`config.mk`:
```
export PLATFORM = sky130hd
export DESIGN_NAME = owr_rom_ctrl
export DESIGN_NICKNAME = d
export VERILOG_FILES = /design/src/rtl/owr_pkg.sv /design/src/rtl/owr_cmd_decode.sv /design/src/rtl/owr_id_mux.sv /design/src/rtl/owr_rom_ctrl.sv
export SDC_FILE = /design/constraint.sdc
export NUM_CORES = 1
export LEC_CHECK = 0
export BUFFER_PORTS_ARGS = -buffer_cell sky130_fd_sc_hd__buf_2
export CAP_MARGIN = 20
export CORE_MARGIN = 5
export CORE_UTILIZATION = 46
export DETAILED_ROUTE_END_ITERATION = 8
export GPL_TIMING_DRIVEN = 0
export PLACE_DENSITY = 0.81
export REMOVE_ABC_BUFFERS = 1
export SLEW_MARGIN = 20
export SYNTH_ARGS = -nofsm -noshare
export SYNTH_HDL_FRONTEND = slang
export SYNTH_SLANG_ARGS = --single-unit
```
`constraint.sdc`:
```
create_clock -name clk -period 2.47 [get_ports clk]
set_input_delay 0.247 -clock clk [delete_from_list [all_inputs] [get_ports clk]]
set_output_delay 0.247 -clock clk [all_outputs]
set_load 0.03 [all_outputs]
```
`src/rtl/owr_pkg.sv`:
```
package owr_pkg;

    typedef enum logic [2:0] {
        ST_WAIT,
        ST_CMD,
        ST_READ,
        ST_MATCH,
        ST_SEARCH,
        ST_FUNC,
        ST_DEAD
    } rom_st_e;

    typedef enum logic [1:0] {
        SP_TRUE,
        SP_CMPL,
        SP_PICK
    } srch_ph_e;

    typedef enum logic [2:0] {
        CK_READ,
        CK_MATCH,
        CK_SEARCH,
        CK_RESUME,
        CK_BAD
    } cmd_kind_e;

endpackage

```
`src/rtl/owr_cmd_decode.sv`:
```
module owr_cmd_decode
    import owr_pkg::*;
#(
    parameter int          CMD_W      = 8,
    parameter logic [CMD_W-1:0] CODE_READ  = 8'h33,
    parameter logic [CMD_W-1:0] CODE_MATCH = 8'h55,
    parameter logic [CMD_W-1:0] CODE_SRCH  = 8'hF0,
    parameter logic [CMD_W-1:0] CODE_RESUM = 8'hA5
) (
    input  logic [CMD_W-1:0] byte_i,
    output cmd_kind_e        kind_o
);

    always_comb begin
        if (byte_i == CODE_READ)       kind_o = CK_READ;
        else if (byte_i == CODE_MATCH) kind_o = CK_MATCH;
        else if (byte_i == CODE_SRCH)  kind_o = CK_SEARCH;
        else if (byte_i == CODE_RESUM) kind_o = CK_RESUME;
        else                           kind_o = CK_BAD;
    end

endmodule

```
`src/rtl/owr_id_mux.sv`:
```
module owr_id_mux #(
    parameter int ID_W  = 64,
    localparam int IDX_W = $clog2(ID_W)
) (
    input  logic [ID_W-1:0]  id_i,
    input  logic [IDX_W-1:0] idx_i,
    input  logic             mbit_i,
    output logic             bit_o,
    output logic             eq_o,
    output logic             last_o
);

    assign bit_o  = id_i[idx_i];
    assign eq_o   = (mbit_i == bit_o);
    assign last_o = (idx_i == IDX_W'(ID_W - 1));

endmodule

```
`src/rtl/owr_rom_ctrl.sv`:
```
module owr_rom_ctrl
    import owr_pkg::*;
#(
    parameter int ID_W  = 64,
    parameter int CMD_W = 8,
    parameter logic [CMD_W-1:0] CODE_READ  = 8'h33,
    parameter logic [CMD_W-1:0] CODE_MATCH = 8'h55,
    parameter logic [CMD_W-1:0] CODE_SRCH  = 8'hF0,
    parameter logic [CMD_W-1:0] CODE_RESUM = 8'hA5
) (
    input  logic            clk,
    input  logic            rst_n,
    input  logic [ID_W-1:0] id_code,
    input  logic            evt_reset,
    input  logic            evt_wbit,
    input  logic            wbit_val,
    input  logic            evt_rslot,
    output logic            presence_req,
    output logic            tx_en,
    output logic            tx_bit,
    output logic            fn_start,
    output logic            fn_active
);

    localparam int IDX_W = $clog2(ID_W);
    localparam int CNT_W = $clog2(CMD_W);

    typedef struct packed {
        rom_st_e           st;
        srch_ph_e          ph;
        logic [IDX_W-1:0]  idx;
        logic [CNT_W-1:0]  cbit;
        logic [CMD_W-1:0]  sh;
        logic              resume;
        logic              pres;
        logic              fstart;
    } regs_t;

    regs_t r_q, r_d;

    logic [CMD_W-1:0] byte_full;
    cmd_kind_e        kind;
    logic             id_bit, id_eq, id_last;

    // byte as it will stand once the current write slot is shifted in
    assign byte_full = {wbit_val, r_q.sh[CMD_W-1:1]};

    owr_cmd_decode #(
        .CMD_W      (CMD_W),
        .CODE_READ  (CODE_READ),
        .CODE_MATCH (CODE_MATCH),
        .CODE_SRCH  (CODE_SRCH),
        .CODE_RESUM (CODE_RESUM)
    ) dec_i (
        .byte_i (byte_full),
        .kind_o (kind)
    );

    owr_id_mux #(
        .ID_W (ID_W)
    ) mux_i (
        .id_i   (id_code),
        .idx_i  (r_q.idx),
        .mbit_i (wbit_val),
        .bit_o  (id_bit),
        .eq_o   (id_eq),
        .last_o (id_last)
    );

    always_comb begin
        r_d        = r_q;
        r_d.pres   = 1'b0;
        r_d.fstart = 1'b0;
        if (evt_reset) begin
            r_d.st   = ST_CMD;
            r_d.ph   = SP_TRUE;
            r_d.idx  = '0;
            r_d.cbit = '0;
            r_d.sh   = '0;
            r_d.pres = 1'b1;
        end else begin
            case (r_q.st)
                ST_CMD: begin
                    if (evt_wbit) begin
                        r_d.sh   = byte_full;
                        r_d.cbit = r_q.cbit + 1'b1;
                        if (r_q.cbit == CNT_W'(CMD_W - 1)) begin
                            r_d.cbit = '0;
                            r_d.idx  = '0;
                            r_d.ph   = SP_TRUE;
                            case (kind)
                                CK_READ:   r_d.st = ST_READ;
                                CK_MATCH: begin
                                    r_d.st     = ST_MATCH;
                                    r_d.resume = 1'b0;
                                end
                                CK_SEARCH: begin
                                    r_d.st     = ST_SEARCH;
                                    r_d.resume = 1'b0;
                                end
                                CK_RESUME: begin
                                    if (r_q.resume) begin
                                        r_d.st     = ST_FUNC;
                                        r_d.fstart = 1'b1;
                                    end else begin
                                        r_d.st = ST_DEAD;
                                    end
                                end
                                default:   r_d.st = ST_DEAD;
                            endcase
                        end
                    end
                end
                ST_READ: begin
                    if (evt_rslot) begin
                        if (id_last) begin
                            r_d.st     = ST_FUNC;
                            r_d.fstart = 1'b1;
                        end else begin
                            r_d.idx = r_q.idx + 1'b1;
                        end
                    end
                end
                ST_MATCH: begin
                    if (evt_wbit) begin
                        if (!id_eq) begin
                            r_d.st = ST_DEAD;
                        end else if (id_last) begin
                            r_d.st     = ST_FUNC;
                            r_d.fstart = 1'b1;
                            r_d.resume = 1'b1;
                        end else begin
                            r_d.idx = r_q.idx + 1'b1;
                        end
                    end
                end
                ST_SEARCH: begin
                    case (r_q.ph)
                        SP_TRUE: if (evt_rslot) r_d.ph = SP_CMPL;
                        SP_CMPL: if (evt_rslot) r_d.ph = SP_PICK;
                        default: begin
                            if (evt_wbit) begin
                                if (!id_eq) begin
                                    r_d.st = ST_DEAD;
                                end else if (id_last) begin
                                    r_d.st     = ST_FUNC;
                                    r_d.fstart = 1'b1;
                                    r_d.resume = 1'b1;
                                end else begin
                                    r_d.idx = r_q.idx + 1'b1;
                                    r_d.ph  = SP_TRUE;
                                end
                            end
                        end
                    endcase
                end
                default: ;
            endcase
        end
    end

    always_ff @(posedge clk or negedge rst_n) begin
        if (!rst_n) begin
            r_q <= '{st: ST_WAIT, ph: SP_TRUE, default: '0};
        end else begin
            r_q <= r_d;
        end
    end

    always_comb begin
        tx_en  = (r_q.st == ST_READ) ||
                 ((r_q.st == ST_SEARCH) && (r_q.ph != SP_PICK));
        tx_bit = 1'b1;
        if (tx_en) begin
            tx_bit = ((r_q.st == ST_SEARCH) && (r_q.ph == SP_CMPL)) ? ~id_bit : id_bit;
        end
    end

    assign presence_req = r_q.pres;
    assign fn_start     = r_q.fstart;
    assign fn_active    = (r_q.st == ST_FUNC);

    AST_WAIT_QUIET: assert property (@(posedge clk) disable iff (!rst_n)
        (r_q.st == ST_WAIT) |-> (!tx_en && !presence_req && !fn_active));
    AST_PRES_AFTER_RESET: assert property (@(posedge clk) disable iff (!rst_n)
        evt_reset |=> (presence_req && r_q.st == ST_CMD && r_q.cbit == '0));
    AST_CMD_QUIET: assert property (@(posedge clk) disable iff (!rst_n)
        (r_q.st == ST_CMD) |-> !tx_en);
    AST_SRCH_COMPLEMENT: assert property (@(posedge clk) disable iff (!rst_n)
        (r_q.st == ST_SEARCH && r_q.ph == SP_TRUE && evt_rslot && !evt_reset)
        |=> (tx_en && tx_bit != $past(tx_bit)));
    AST_DEAD_STAYS: assert property (@(posedge clk) disable iff (!rst_n)
        (r_q.st == ST_DEAD && !evt_reset) |=> (r_q.st == ST_DEAD && !tx_en));
    AST_FUNC_HOLD: assert property (@(posedge clk) disable iff (!rst_n)
        (fn_active && !evt_reset) |=> (fn_active && !tx_en));
    AST_FSTART_PULSE: assert property (@(posedge clk) disable iff (!rst_n)
        fn_start |=> !fn_start);

endmodule

```
==> results by group <==
Run status
  • Outcome: finished, violations left
  • Failing checks: negative setup slack

Clock network
  • Clock Pin Slew Worst Setup and Hold Paths: 0.09 ns
  • Root Buffer: clkbuf_8
  • Htree depth: 1
  • CTS tree: yes
  • Clock latency on the worst-skew pair: ~0.27 ns
  • TritonCTS Buffers: 3
  • Clock Sinks: 24
  • Longest Clk Path Bufs: 2

Worst setup path
  • Worst Path Class, Setup: flip-flop to flip-flop
  • Worst reg-to-reg path cell count: 9
  • CP required: 2.64 ns
  • Kind of end point of the critical path: flip-flop
  • CP arrival: approximately 2.9 ns
  • Crit start category: flip-flop
  • Peak fanout along the critical path: 6

Yosys
  • Simple-Gate Fraction of Synth Area: 24.6%
  • Area leader, netlist: dfrtp_1
  • Post-synth ARST share: between 90% and 100%
  • Post-synth cell types: 54
  • Register area share after synthesis: 27.6%
  • Adder-Cell Fraction of Synth Area: between 1.5 and 2%
  • Combinational family with the most area after synthesis: simple AND/OR/NAND/NOR gates
  • Post-synth top area share: between 20% and 30%
  • Syn Inst Count: about 250
  • Top_reg_cell synth: dfrtp_1
  • #FFs+latches synth: 24
  • EDFF count, synth: 0
  • Synth Area per Inst: 8.89 um2
  • Post-synthesis mux area share: between 20% and 30%
  • Top cells by area, synth: dfrtp_1, mux4_1, nand2_1, a21oi_1, mux2i_1
  • Compound-gate portion of the synthesized area: between 10% and 20%
  • Synth warn: 0
  • Post-synthesis xor/xnor area fraction: roughly 1.6%
  • Synthesized area: between 0.002 and 0.0025 mm2

Floorplanning
  • Die ar.: around 0.0062 mm2
  • Initial core utilization: between 40% and 50%
  • I/O pin count: 75
  • Core area: roughly 0.0047 mm2
  • Chip Height: slightly below 80 um
  • DIE WIDTH: 78.8 um
  • Cell row count: 25

Routing
  • Routed vias: ~2300
  • DRT Wirelength: between 6000 and 7000 um
  • # DRC: 0
  • Routed len/inst: between 15 and 20 um
  • Routed Antenna Nets: 0
  • DR pass1 iterations: 5
  • Vias/cell: between 6 and 7
  • Initial DRC count: about 310

Min path
  • WHS Path Cells: 3
  • Worst hold path type: input pin to flip-flop

STA
  • Worst-Margin Slew: between 0.5 and 0.6 ns
  • Max_slew headroom: 63.4%
  • Worst clock skew: 0.00374 ns
  • Period utilization: 112%
  • Fmax: around 360 MHz
  • # setup viols final: 13
  • Minimum clock period: roughly 2.8 ns
  • Final hold vios: 0
  • RSZ-0062 raised after global routing: true
  • Fin worst setup slack: -0.299 ns
  • Slew Limit Fails: 0

GRT
  • Routing usage on met1: around a quarter
  • GRT overflow: 0
  • Largest net degree at the start of global routing: 25
  • First-pass GRT wire length: 10100 um
  • Vias in the first global route: between 2000 and 2500
  • Top Usage Layer GRT: met2
  • Total track usage: between 20% and 30%
  • M2 GR Usage: 37.1%
  • M3 GR Usage: 2.95%
  • Initial antenna violation count: 0

Final layout
  • Commonest cells after routing, fill and taps aside: buf_2, nand2_1, a21oi_1, dfrtp_1, nor2_1
  • Nets: 392
  • Layout cells sized above 1: ~39%
  • Final Cell Area: about 0.0028 mm2
  • Diodes inserted: 0
  • Finished Core Util: approximately 60%
  • Post-route insts no fill: roughly 370
  • Area Growth Syn to Fin: 28.0%
  • Most common cell after layout, fill and taps aside: buf_2

Place
  • Number of buffers added on ports: 74
  • Dpl cells: about 360
  • Detail Placement HPWL: ~4500 um
  • Post-Place Worst Slack: -1.10 ns
  • Post-place instance area: 0.00253 mm2
  • GPL Wtd Cong: slightly above 0.8

Power
  • PwrDens: 345 mW/mm2
  • LEAKAGE: approximately 1.2 nW
  • Power after layout: between 0.9 and 1 mW
  • VDD IR max: 0.239 mV

Job
  • Total of max-cap violations: 0
## synthesized netlist by cell type, drive strengths merged, types with 5 or more instances
cell	number
buf	8
nand2	40
mux2i	9
dfrtp	24
nor3	5
a21oi	22
inv	5
nor2b	7
nor2	22
nand3	5
a31o	5
o21ai	8
mux4	12
nand2b	6
clkbuf	9
## layout make-up
cell class | count | area [um2]
multi-input combinational | 199 | 1510
fill | 412 | 1870
sequential | 24 | 609
timing repair buffer | 86 | 509
tap | 54 | 67.6
inverter | 5 | 18.8
clock buffer | 3 | 41.3
clock inverter | 1 | 30.0
## flip-flops by register name, indices dropped and copies added (netlist names)
register,count
r_q,15
presence_req,1
byte_full,7
fn_start,1
## report_power, final
group	switching [mW]	internal (mW)	total, mW
clock	0.137	0.217	0.354
combinational	0.101	0.0921	0.193
sequential	0.0128	0.402	0.414
## critical path, stage by stage (launching register included)
cell and delay, ns:
dfrtp_4 0.51, buf_12 0.15, mux4_2 0.43, mux2i_1 0.16, mux2i_1 0.13, a32oi_2 0.32
nor2_4 0.07, xor2_2 0.19, or4b_4 0.50, a31o_1 0.19
## worst paths after layout
| kind | start | endpoint | slack, ns |
|---|---|---|---|
| min | wbit_val | byte_full[6] | 0.30 |
| max in group asynchronous | rst_n | r_q[15] | 1.58 |
| min in group asynchronous | rst_n | r_q[11] | 0.48 |
| max | r_q[14] | r_q[20] | -0.30 |
| max reg2reg | r_q[14] | r_q[20] | -0.30 |
| min reg2reg | r_q[12] | r_q[12] | 0.53 |
## per-stage QoR
stage               hold WS [ns]  setup TNS [ns]
finish                     0.302           -2.22
global route               0.312           -3.62
CTS                        0.295           -2.01
detailed placement         0.268          -10.87
global placement           0.267           -9.80
floorplan                -0.0486           -3.94
## routing by layer
layer | vias to the layer above | routed length [um]
li1 | 1066 | -
met4 | 0 | 122
met1 | 1073 | 2500
met2 | 100 | 3560
met5 | - | 0
met3 | 17 | 366
## kinds of logic after synthesis
group                    Yosys count
adder cells (fa/ha/maj)            3
AND/OR/NAND/NOR                  108
buffers and inverters             22
multiplexers                      25
XOR/XNOR                           3
flip-flops                        24
AO/OA/AOI/OAI                     60
## timing repair
item                       CTS  global route
resized for setup           24             9
pin swaps                   11             5
cloned                       0             0
hold buffers                 1             0
hold endpoints to repair    24             0
setup endpoints to repair   14            14
buffers inserted            11             0
Note: power is estimated with default switching activity, not from simulation.
